[src/rtl/sdir_pkg.sv]
package sdir_pkg;
   localparam int unsigned QMAX = 8;          // sector bit vectors sized for the largest line
   typedef logic [QMAX-1:0] qvec_t;

   localparam logic [1:0] KIND_HIT    = 2'd0;
   localparam logic [1:0] KIND_SECTOR = 2'd1;
   localparam logic [1:0] KIND_LINE   = 2'd2;

   localparam int unsigned NUM_CNT    = 5;
   localparam int unsigned CNT_PROBE  = 0;
   localparam int unsigned CNT_SECTOR = 1;
   localparam int unsigned CNT_LINE   = 2;
   localparam int unsigned CNT_JUMP   = 3;
   localparam int unsigned CNT_DIRTY  = 4;
endpackage

[src/rtl/sdir_addr_split.sv]
module sdir_addr_split #(
   parameter int unsigned ADDR_W = 32,
   parameter int unsigned QUADS  = 2
) (
   input  logic [ADDR_W-1:0] addr,
   output logic [ADDR_W-1:0] line_base,
   output logic [2:0]        quad
);
   localparam int unsigned WPL = QUADS * 4;
   localparam bit          POW2 = (WPL & (WPL - 1)) == 0;

   logic [ADDR_W-1:0] word_idx;

   generate
      if (POW2) begin : g_mask
         assign word_idx = addr & ADDR_W'(WPL - 1);
      end else begin : g_mod
         assign word_idx = addr % ADDR_W'(WPL);
      end
   endgenerate

   assign line_base = addr - word_idx;
   assign quad      = 3'(word_idx >> 2);

   always_comb begin
      assert (word_idx < ADDR_W'(WPL)) else $error("AST_INDEX_RANGE");
   end
endmodule

[src/rtl/sdir_entry.sv]
module sdir_entry
   import sdir_pkg::*;
#(
   parameter int unsigned ADDR_W = 32
) (
   input  logic              clk,
   input  logic              rst_n,
   input  logic              flush,
   input  logic [ADDR_W-1:0] line_base,
   input  qvec_t             quad_oh,
   input  logic              hit_we,
   input  logic              fill_we,
   input  logic              is_store,
   input  logic              lru_en,
   output logic              match,
   output qvec_t             present,
   output qvec_t             dirty,
   output qvec_t             refd
);
   logic              valid;
   logic [ADDR_W-1:0] tag;

   always_ff @(posedge clk or negedge rst_n) begin
      if (!rst_n) begin
         valid   <= 1'b0;
         tag     <= '0;
         present <= '0;
         dirty   <= '0;
         refd    <= '0;
      end else if (flush) begin
         valid   <= 1'b0;
         tag     <= '0;
         present <= '0;
         dirty   <= '0;
         refd    <= '0;
      end else if (fill_we) begin
         valid   <= 1'b1;
         tag     <= line_base;
         present <= quad_oh;
         dirty   <= is_store ? quad_oh : '0;
         refd    <= '0;
      end else if (hit_we) begin
         present <= present | quad_oh;
         if (is_store) dirty <= dirty | quad_oh;
         if (lru_en)   refd  <= refd | quad_oh;
      end
   end

   assign match = valid && (tag == line_base);

   AST_FILL_ONE_SECTOR: assert property (@(posedge clk) disable iff (!rst_n)
      fill_we |=> $onehot(present));
   AST_FETCH_KEEPS_DIRTY: assert property (@(posedge clk) disable iff (!rst_n)
      (hit_we && !is_store && !flush) |=> $stable(dirty));
   AST_REF_NEEDS_MODE: assert property (@(posedge clk) disable iff (!rst_n)
      (hit_we && !lru_en && !flush) |=> $stable(refd));
endmodule

[src/rtl/sdir_victim.sv]
module sdir_victim #(
   parameter int unsigned NUM_LINES = 8,
   localparam int unsigned IDX_W = (NUM_LINES > 1) ? $clog2(NUM_LINES) : 1
) (
   input  logic             clk,
   input  logic             rst_n,
   input  logic             flush,
   input  logic             adv,
   output logic [IDX_W-1:0] ptr
);
   localparam logic [IDX_W-1:0] LAST = IDX_W'(NUM_LINES - 1);

   generate
      if (NUM_LINES == (1 << IDX_W)) begin : g_natural_wrap
         always_ff @(posedge clk or negedge rst_n) begin
            if (!rst_n)     ptr <= '0;
            else if (flush) ptr <= '0;
            else if (adv)   ptr <= ptr + 1'b1;
         end
      end else begin : g_compare_wrap
         always_ff @(posedge clk or negedge rst_n) begin
            if (!rst_n)     ptr <= '0;
            else if (flush) ptr <= '0;
            else if (adv)   ptr <= (ptr == LAST) ? '0 : ptr + 1'b1;
         end
      end
   endgenerate

   AST_PTR_RANGE: assert property (@(posedge clk) disable iff (!rst_n)
      ptr <= LAST);
   AST_FLUSH_REWIND: assert property (@(posedge clk) disable iff (!rst_n)
      flush |=> ptr == '0);
   AST_PTR_HOLD: assert property (@(posedge clk) disable iff (!rst_n)
      (!adv && !flush) |=> $stable(ptr));
endmodule

[src/rtl/sdir_stats.sv]
module sdir_stats
   import sdir_pkg::*;
#(
   parameter int unsigned CNT_W = 32
) (
   input  logic                            clk,
   input  logic                            rst_n,
   input  logic [NUM_CNT-1:0][3:0]         inc,
   output logic [NUM_CNT-1:0][CNT_W-1:0]   counts
);
   for (genvar g = 0; g < NUM_CNT; g++) begin : g_cnt
      logic [CNT_W:0] sum;
      assign sum = {1'b0, counts[g]} + (CNT_W + 1)'(inc[g]);

      always_ff @(posedge clk or negedge rst_n) begin
         if (!rst_n) counts[g] <= '0;
         else        counts[g] <= sum[CNT_W] ? '1 : sum[CNT_W-1:0];
      end

      AST_CNT_MONOTONIC: assert property (@(posedge clk) disable iff (!rst_n)
         1'b1 |=> counts[g] >= $past(counts[g]));
      AST_CNT_PINNED: assert property (@(posedge clk) disable iff (!rst_n)
         (counts[g] == '1) |=> (counts[g] == '1));
   end
endmodule

[src/rtl/sector_dir.sv]
module sector_dir
   import sdir_pkg::*;
#(
   parameter int unsigned ADDR_W    = 32,
   parameter int unsigned NUM_LINES = 8,
   parameter int unsigned QUADS     = 2,
   parameter int unsigned CNT_W     = 32
) (
   input  logic              clk,
   input  logic              rst_n,
   input  logic              flush_i,
   input  logic              lru_en_i,
   input  logic              req_valid_i,
   output logic              req_ready_o,
   input  logic [ADDR_W-1:0] req_addr_i,
   input  logic              req_store_i,
   input  logic              req_jump_i,
   output logic              resp_valid_o,
   output logic [1:0]        resp_kind_o,
   output logic              resp_refd_o,
   output logic [CNT_W-1:0]  cnt_probe_o,
   output logic [CNT_W-1:0]  cnt_sector_o,
   output logic [CNT_W-1:0]  cnt_line_o,
   output logic [CNT_W-1:0]  cnt_jump_o,
   output logic [CNT_W-1:0]  cnt_dirty_o
);
   localparam int unsigned IDX_W = (NUM_LINES > 1) ? $clog2(NUM_LINES) : 1;

   generate
      if (NUM_LINES < 1)            begin : g_bad_lines $error("NUM_LINES must be at least 1"); end
      if (QUADS < 1 || QUADS > 7)   begin : g_bad_quads $error("QUADS must lie in 1..7"); end
      if (ADDR_W < 8)               begin : g_bad_addr  $error("ADDR_W must be at least 8"); end
      if (CNT_W < 4)                begin : g_bad_cnt   $error("CNT_W must be at least 4"); end
   endgenerate

   logic              accept;
   logic [ADDR_W-1:0] line_base;
   logic [2:0]        quad;
   qvec_t             quad_oh;
   logic [NUM_LINES-1:0] match_vec, hit_we, fill_we;
   qvec_t             present_arr [NUM_LINES];
   qvec_t             dirty_arr   [NUM_LINES];
   qvec_t             ref_arr     [NUM_LINES];
   qvec_t             sel_present, sel_ref;
   logic              any_hit, quad_present, quad_ref;
   logic [1:0]        kind;
   logic [IDX_W-1:0]  vptr;
   logic              adv;
   logic [3:0]        victim_dirty;
   logic [NUM_CNT-1:0][3:0]       inc;
   logic [NUM_CNT-1:0][CNT_W-1:0] counts;

   assign req_ready_o = !flush_i;
   assign accept      = req_valid_i && req_ready_o;

   sdir_addr_split #(.ADDR_W(ADDR_W), .QUADS(QUADS)) u_split (
      .addr      (req_addr_i),
      .line_base (line_base),
      .quad      (quad)
   );

   assign quad_oh = qvec_t'(1) << quad;

   for (genvar g = 0; g < NUM_LINES; g++) begin : g_line
      assign hit_we[g]  = accept && match_vec[g];
      assign fill_we[g] = accept && !any_hit && (vptr == IDX_W'(g));

      sdir_entry #(.ADDR_W(ADDR_W)) u_entry (
         .clk       (clk),
         .rst_n     (rst_n),
         .flush     (flush_i),
         .line_base (line_base),
         .quad_oh   (quad_oh),
         .hit_we    (hit_we[g]),
         .fill_we   (fill_we[g]),
         .is_store  (req_store_i),
         .lru_en    (lru_en_i),
         .match     (match_vec[g]),
         .present   (present_arr[g]),
         .dirty     (dirty_arr[g]),
         .refd      (ref_arr[g])
      );
   end

   always_comb begin
      sel_present = '0;
      sel_ref     = '0;
      for (int i = 0; i < NUM_LINES; i++) begin
         if (match_vec[i]) begin
            sel_present = sel_present | present_arr[i];
            sel_ref     = sel_ref | ref_arr[i];
         end
      end
   end

   assign any_hit      = |match_vec;
   assign quad_present = |(sel_present & quad_oh);
   assign quad_ref     = |(sel_ref & quad_oh);
   assign kind         = !any_hit ? KIND_LINE : (quad_present ? KIND_HIT : KIND_SECTOR);

   // pointer moves on every takeover and on a hit to the pointed line
   assign adv = accept && (!any_hit || match_vec[vptr]);

   sdir_victim #(.NUM_LINES(NUM_LINES)) u_victim (
      .clk   (clk),
      .rst_n (rst_n),
      .flush (flush_i),
      .adv   (adv),
      .ptr   (vptr)
   );

   assign victim_dirty = 4'($countones(dirty_arr[vptr]));

   always_comb begin
      inc             = '0;
      inc[CNT_PROBE]  = {3'b0, accept};
      inc[CNT_SECTOR] = {3'b0, accept && (kind == KIND_SECTOR)};
      inc[CNT_LINE]   = {3'b0, accept && (kind == KIND_LINE)};
      inc[CNT_JUMP]   = {3'b0, accept && (kind != KIND_HIT) && req_jump_i};
      inc[CNT_DIRTY]  = (accept && (kind == KIND_LINE)) ? victim_dirty : 4'd0;
   end

   sdir_stats #(.CNT_W(CNT_W)) u_stats (
      .clk    (clk),
      .rst_n  (rst_n),
      .inc    (inc),
      .counts (counts)
   );

   assign cnt_probe_o  = counts[CNT_PROBE];
   assign cnt_sector_o = counts[CNT_SECTOR];
   assign cnt_line_o   = counts[CNT_LINE];
   assign cnt_jump_o   = counts[CNT_JUMP];
   assign cnt_dirty_o  = counts[CNT_DIRTY];

   always_ff @(posedge clk or negedge rst_n) begin
      if (!rst_n) begin
         resp_valid_o <= 1'b0;
         resp_kind_o  <= KIND_HIT;
         resp_refd_o  <= 1'b0;
      end else begin
         resp_valid_o <= accept;
         if (accept) begin
            resp_kind_o <= kind;
            resp_refd_o <= any_hit && quad_ref;
         end
      end
   end

   AST_SINGLE_MATCH: assert property (@(posedge clk) disable iff (!rst_n)
      $onehot0(match_vec));
   AST_RESP_FOLLOWS: assert property (@(posedge clk) disable iff (!rst_n)
      accept |=> resp_valid_o);
   AST_FLUSH_EMPTIES: assert property (@(posedge clk) disable iff (!rst_n)
      flush_i |=> (match_vec == '0));
   AST_REFD_ON_HIT_ONLY: assert property (@(posedge clk) disable iff (!rst_n)
      (resp_valid_o && resp_refd_o) |-> (resp_kind_o != KIND_LINE));
   AST_PROBE_COUNTS: assert property (@(posedge clk) disable iff (!rst_n)
      (accept && (cnt_probe_o != '1)) |=> (cnt_probe_o != $past(cnt_probe_o)));

   generate
      if (NUM_LINES > 1) begin : g_move_chk
         AST_TAKEOVER_MOVES: assert property (@(posedge clk) disable iff (!rst_n)
            (accept && (kind == KIND_LINE)) |=> !$stable(vptr));
      end
   endgenerate
endmodule

[config.mk]
export PLATFORM = sky130hd
export DESIGN_NAME = sector_dir
export DESIGN_NICKNAME = d
export VERILOG_FILES = /design/src/rtl/sdir_pkg.sv /design/src/rtl/sdir_addr_split.sv /design/src/rtl/sdir_entry.sv /design/src/rtl/sdir_victim.sv /design/src/rtl/sdir_stats.sv /design/src/rtl/sector_dir.sv
export SDC_FILE = /design/constraint.sdc
export NUM_CORES = 1
export LEC_CHECK = 0
export CORE_UTILIZATION = 50
export CTS_BUF_LIST = sky130_fd_sc_hd__clkbuf_8
export DETAILED_ROUTE_END_ITERATION = 10
export PLACE_DENSITY = 0.7
export SLEW_MARGIN = 10
export SYNTH_ARGS = -nofsm -noshare
export SYNTH_HDL_FRONTEND = slang
export SYNTH_SLANG_ARGS = --single-unit
[constraint.sdc]
create_clock -name clk -period 4.9 [get_ports clk]
set_clock_uncertainty 0.1 [all_clocks]
set_input_delay 0.735 -clock clk [delete_from_list [all_inputs] [get_ports clk]]
set_output_delay 0.735 -clock clk [all_outputs]
set_load 0.02 [all_outputs]
==> impl_metrics.toml <==
[outcome]
status = "finished clean"

[synth]
synth_cell_types = 64
netlist.area_leader.share_pct = 47.4
synth-seq-area-share_pct = 47.4
netlist_top_cells_count = "dfrtp_1, nor2_1, xnor2_1, mux2i_1, nand2_1"
synth_largest_area_cell = "dfrtp_1"
ys_async_sr_fraction_pct = 100
synth_edf_count = 0
synth_seq_cells = 455
syn_area_sq_um = 24000
post_synth_main_area_contributors = "dfrtp_1, mux2i_1, xnor2_1, nor2_1, xor2_1"
syn_inst = 2334
yosysWarnings = 0
yosysMostFrequentCell = "dfrtp_1"
synth-main-ff-cell = "dfrtp_1"
avgSynthCellArea_sq_um = 10.3

[setup_path]
start_kind = "input pin"
end_kind = "flop"
r2r_start = "g_line[3].u_entry.tag[31]"
worstPathRequired_ns = 5.32
path_class = "in -> reg"
rrSetupSlack_ns = 0.49
crit_chain = "clkdlybuf4s50_1 -> buf_12 -> xnor2_1 -> nand4_1 -> nor4_2 -> buf_4 -> and2_1 -> a22oi_1 -> and3_1 -> a22oi_2 -> buf_4 -> nor2b_1 -> ha_1 -> and4_1 -> and4_1 -> and2_1 -> and3_1 -> nand3_1 -> or3_1 -> buf_12 -> o21ai_0"
slowest_delay_ns = 0.54
reg2reg_to = "u_stats.counts[107]"
cp_slowest_cell = "nor4_2"
cp.arrival_ns = 5.15
rr_worst_depth = 19
cp_max_fo = 26

[cells_and_area]
diodes = 0
final_cells = 3478
regArea_sq_um = 11400
final_layout_size_suffix_gt1_share_pct = 17.7
syn_to_final_growth_pct = 27.5
num-fill-cells = 3722
multi_input_area_sq_um = 11500
nNetsFinal = 2872

[timing]
setup_viol = 0
finalCritPeriodShare_pct = 96.6
relSlewSlack_pct = 22.6
final-max-slew-violation-count = 0
clock.fmax_mhz = 211
holdWs_ns = 0.0943
grt_setup_unrepaired = "no"
layout_min_cycle_time_ns = 4.73
report.final.hold_viol_count = 0
worst_pin_slew_ns = 1.15

[grt]
antenna_found_initial = 1
grt_pass1_wl_um = 109000
grt_max_degree = 187
grt-ovfl-total = 0
groute.usage.overall_pct = 28.1
grt_pass1_vias = 20000

[die]
fp-row-count = 79
die_w_um = 221
fp.dieArea_sq_um = 48900
fp.coreArea_sq_um = 47000
ios = 204
initial_utilization_pct = 51.1
die_h_um = 221

[clock_tree]
cts_made_buffers = 79
cts_tree = "done"
cts_hold_buf = 0
h-tree-depth = 3
clockRootBuffer = "clkbuf_8"
path_clk_slew_ns = 0.06
cts_buffer_depth = 3
clk_latency_ns = 0.67
clock_sinks = 455

[pwr]
p_per_area_nw_per_um2 = 291
ir_worst_vdd_uv = 255
p_leak_nw = 13.7

[flow_run]
drv_cap = 0

[worst_hold_path]
hp-class = "in -> async"

[detailed_routing]
vias_per_cell = 5.62
drtAntennaViolNets = 0
drtIter0Drc = 1622
remaining_drc_errors = 0
wl_per_cell_um = 19.6
firstDrtPassIters = 6
vias = 19500
drt-total-wl_um = 68100

[placement]
gp_congestion = 0.926
hpwl_um = 47400
port_buffers = 201
dpl.cell_count = 3339
## cell families (layout without fill, tap and decap cells)
family / after synthesis / in the layout / share of synthesized area, %
and+or+nand+nor: 928 / 928 / 18.9
DFF: 455 / 455 / 47.4
xor gates and xnor gates: 332 / 332 / 12.1
buffers and inverters: 202 / 738 / 5.46
AOI/OAI and AO/OA: 150 / 150 / 4.46
muxes: 246 / 246 / 10.6
adders and majority gates: 20 / 20 / 1.07
other: 1 / 2 / 0.0156
## registers in the layout (all words and copies together), names as in the netlist
signal	flops
g_line.u_entry.tag	232
u_stats.counts	160
g_line.u_entry.dirty	16
g_line.u_entry.present	16
g_line.u_entry.refd	16
g_line.u_entry.valid	8
u_victim.ptr	3
resp_kind_o	2
resp_refd_o	1
resp_valid_o	1
## report_power, final
group | switching (W) | leakage (nW) | internal [W]
Clock | 0.00158 | 0.907 | 0.00187
Sequential | 0.000144 | 6.28 | 0.00390
Combinational | 0.000764 | 6.56 | 0.000662
Total | 0.00249 | 13.7 | 0.00643
## metal layers
metal / share of wire (%) / vias up / global-route usage [%]
li1: - / 9004 / -
met1: 41 / 9694 / 35.5
met2: 49 / 650 / 46.6
met3: 5.9 / 189 / 5.84
met4: 4.3 / 2 / 12.2
met5: 0.018 / - / 0
## cell usage in the layout (no fill, tap or decap), types with 7 or more instances in the layout
cell             count
a31oi_1             15
nand2_1            212
nand2b_1            44
and4_1              16
and2_1              18
nor4_1              34
nor2b_1              7
o21ai_0             20
buf_12              47
mux2i_1            233
dfrtp_1            455
xor2_1              93
o2bb2ai_1           17
or4_1                8
buf_4              306
xnor2_1            237
clkdlybuf4s50_1    199
ha_1                19
clkbuf_8           103
nor3_1              32
nand4_1            119
nand3_1             70
a21o_1              12
o32ai_1             16
inv_1               66
and3_1              45
nor4_4               8
nor2_1             291
mux2_2               8
a21oi_1             27
or3_1                7
## critical path: cells and delay by family
family	cells	cell delay, ns
AO/OA/AOI/OAI	3	0.51
XOR/XNOR	1	0.30
adder cells (fa/ha/maj)	1	0.19
buffers and inverters	5	1.16
AND/OR/NAND/NOR	11	2.23
## how the worst max path moves through the flow
stage	from	to	slack (ns)	cells past startpoint
finish	req_addr_i[31]	u_stats.counts[107]	0.17	21
global placement	req_addr_i[31]	u_stats.counts[102]	-0.65	21
floorplan	req_addr_i[11]	u_stats.counts[101]	0.11	22
detailed placement	req_addr_i[23]	u_stats.counts[98]	-0.73	22
CTS	req_addr_i[23]	u_stats.counts[107]	0.05	22
global route	req_addr_i[13]	u_stats.counts[107]	0.005	22
## stage by stage
step	cell area [sq um]	utilization, %	total power [W]	TNS, ns	setup WS, ns
final	30600	65.2	0.00892	0	0.166
after global routing	30600	65.2	0.00931	0	0.00478
after CTS	30600	65.1	0.00901	0	0.0540
after detailed placement	29000	61.7	0.00553	-66.79	-0.730
after global placement	29000	61.7	0.00549	-60.38	-0.649
after floorplan	24000	-	0.00477	0	0.105
## what timing repair did
action	in CTS	in global routing
buffers inserted	0	0
pin swaps	0	1
endpoints found under the setup margin	8	52
gates resized for setup	2	9
## layout make-up
type                    count  share of cell area [%]
clock inverters            37                   0.580
repair buffers            555                    17.2
inverters                  44                   0.540
multi-input cells        1678                    37.4
clock buffers             102                    4.59
flip-flops and latches    455                    37.2
well taps                 607                    2.48
No activity file was read; power rests on OpenSTA's default activity.
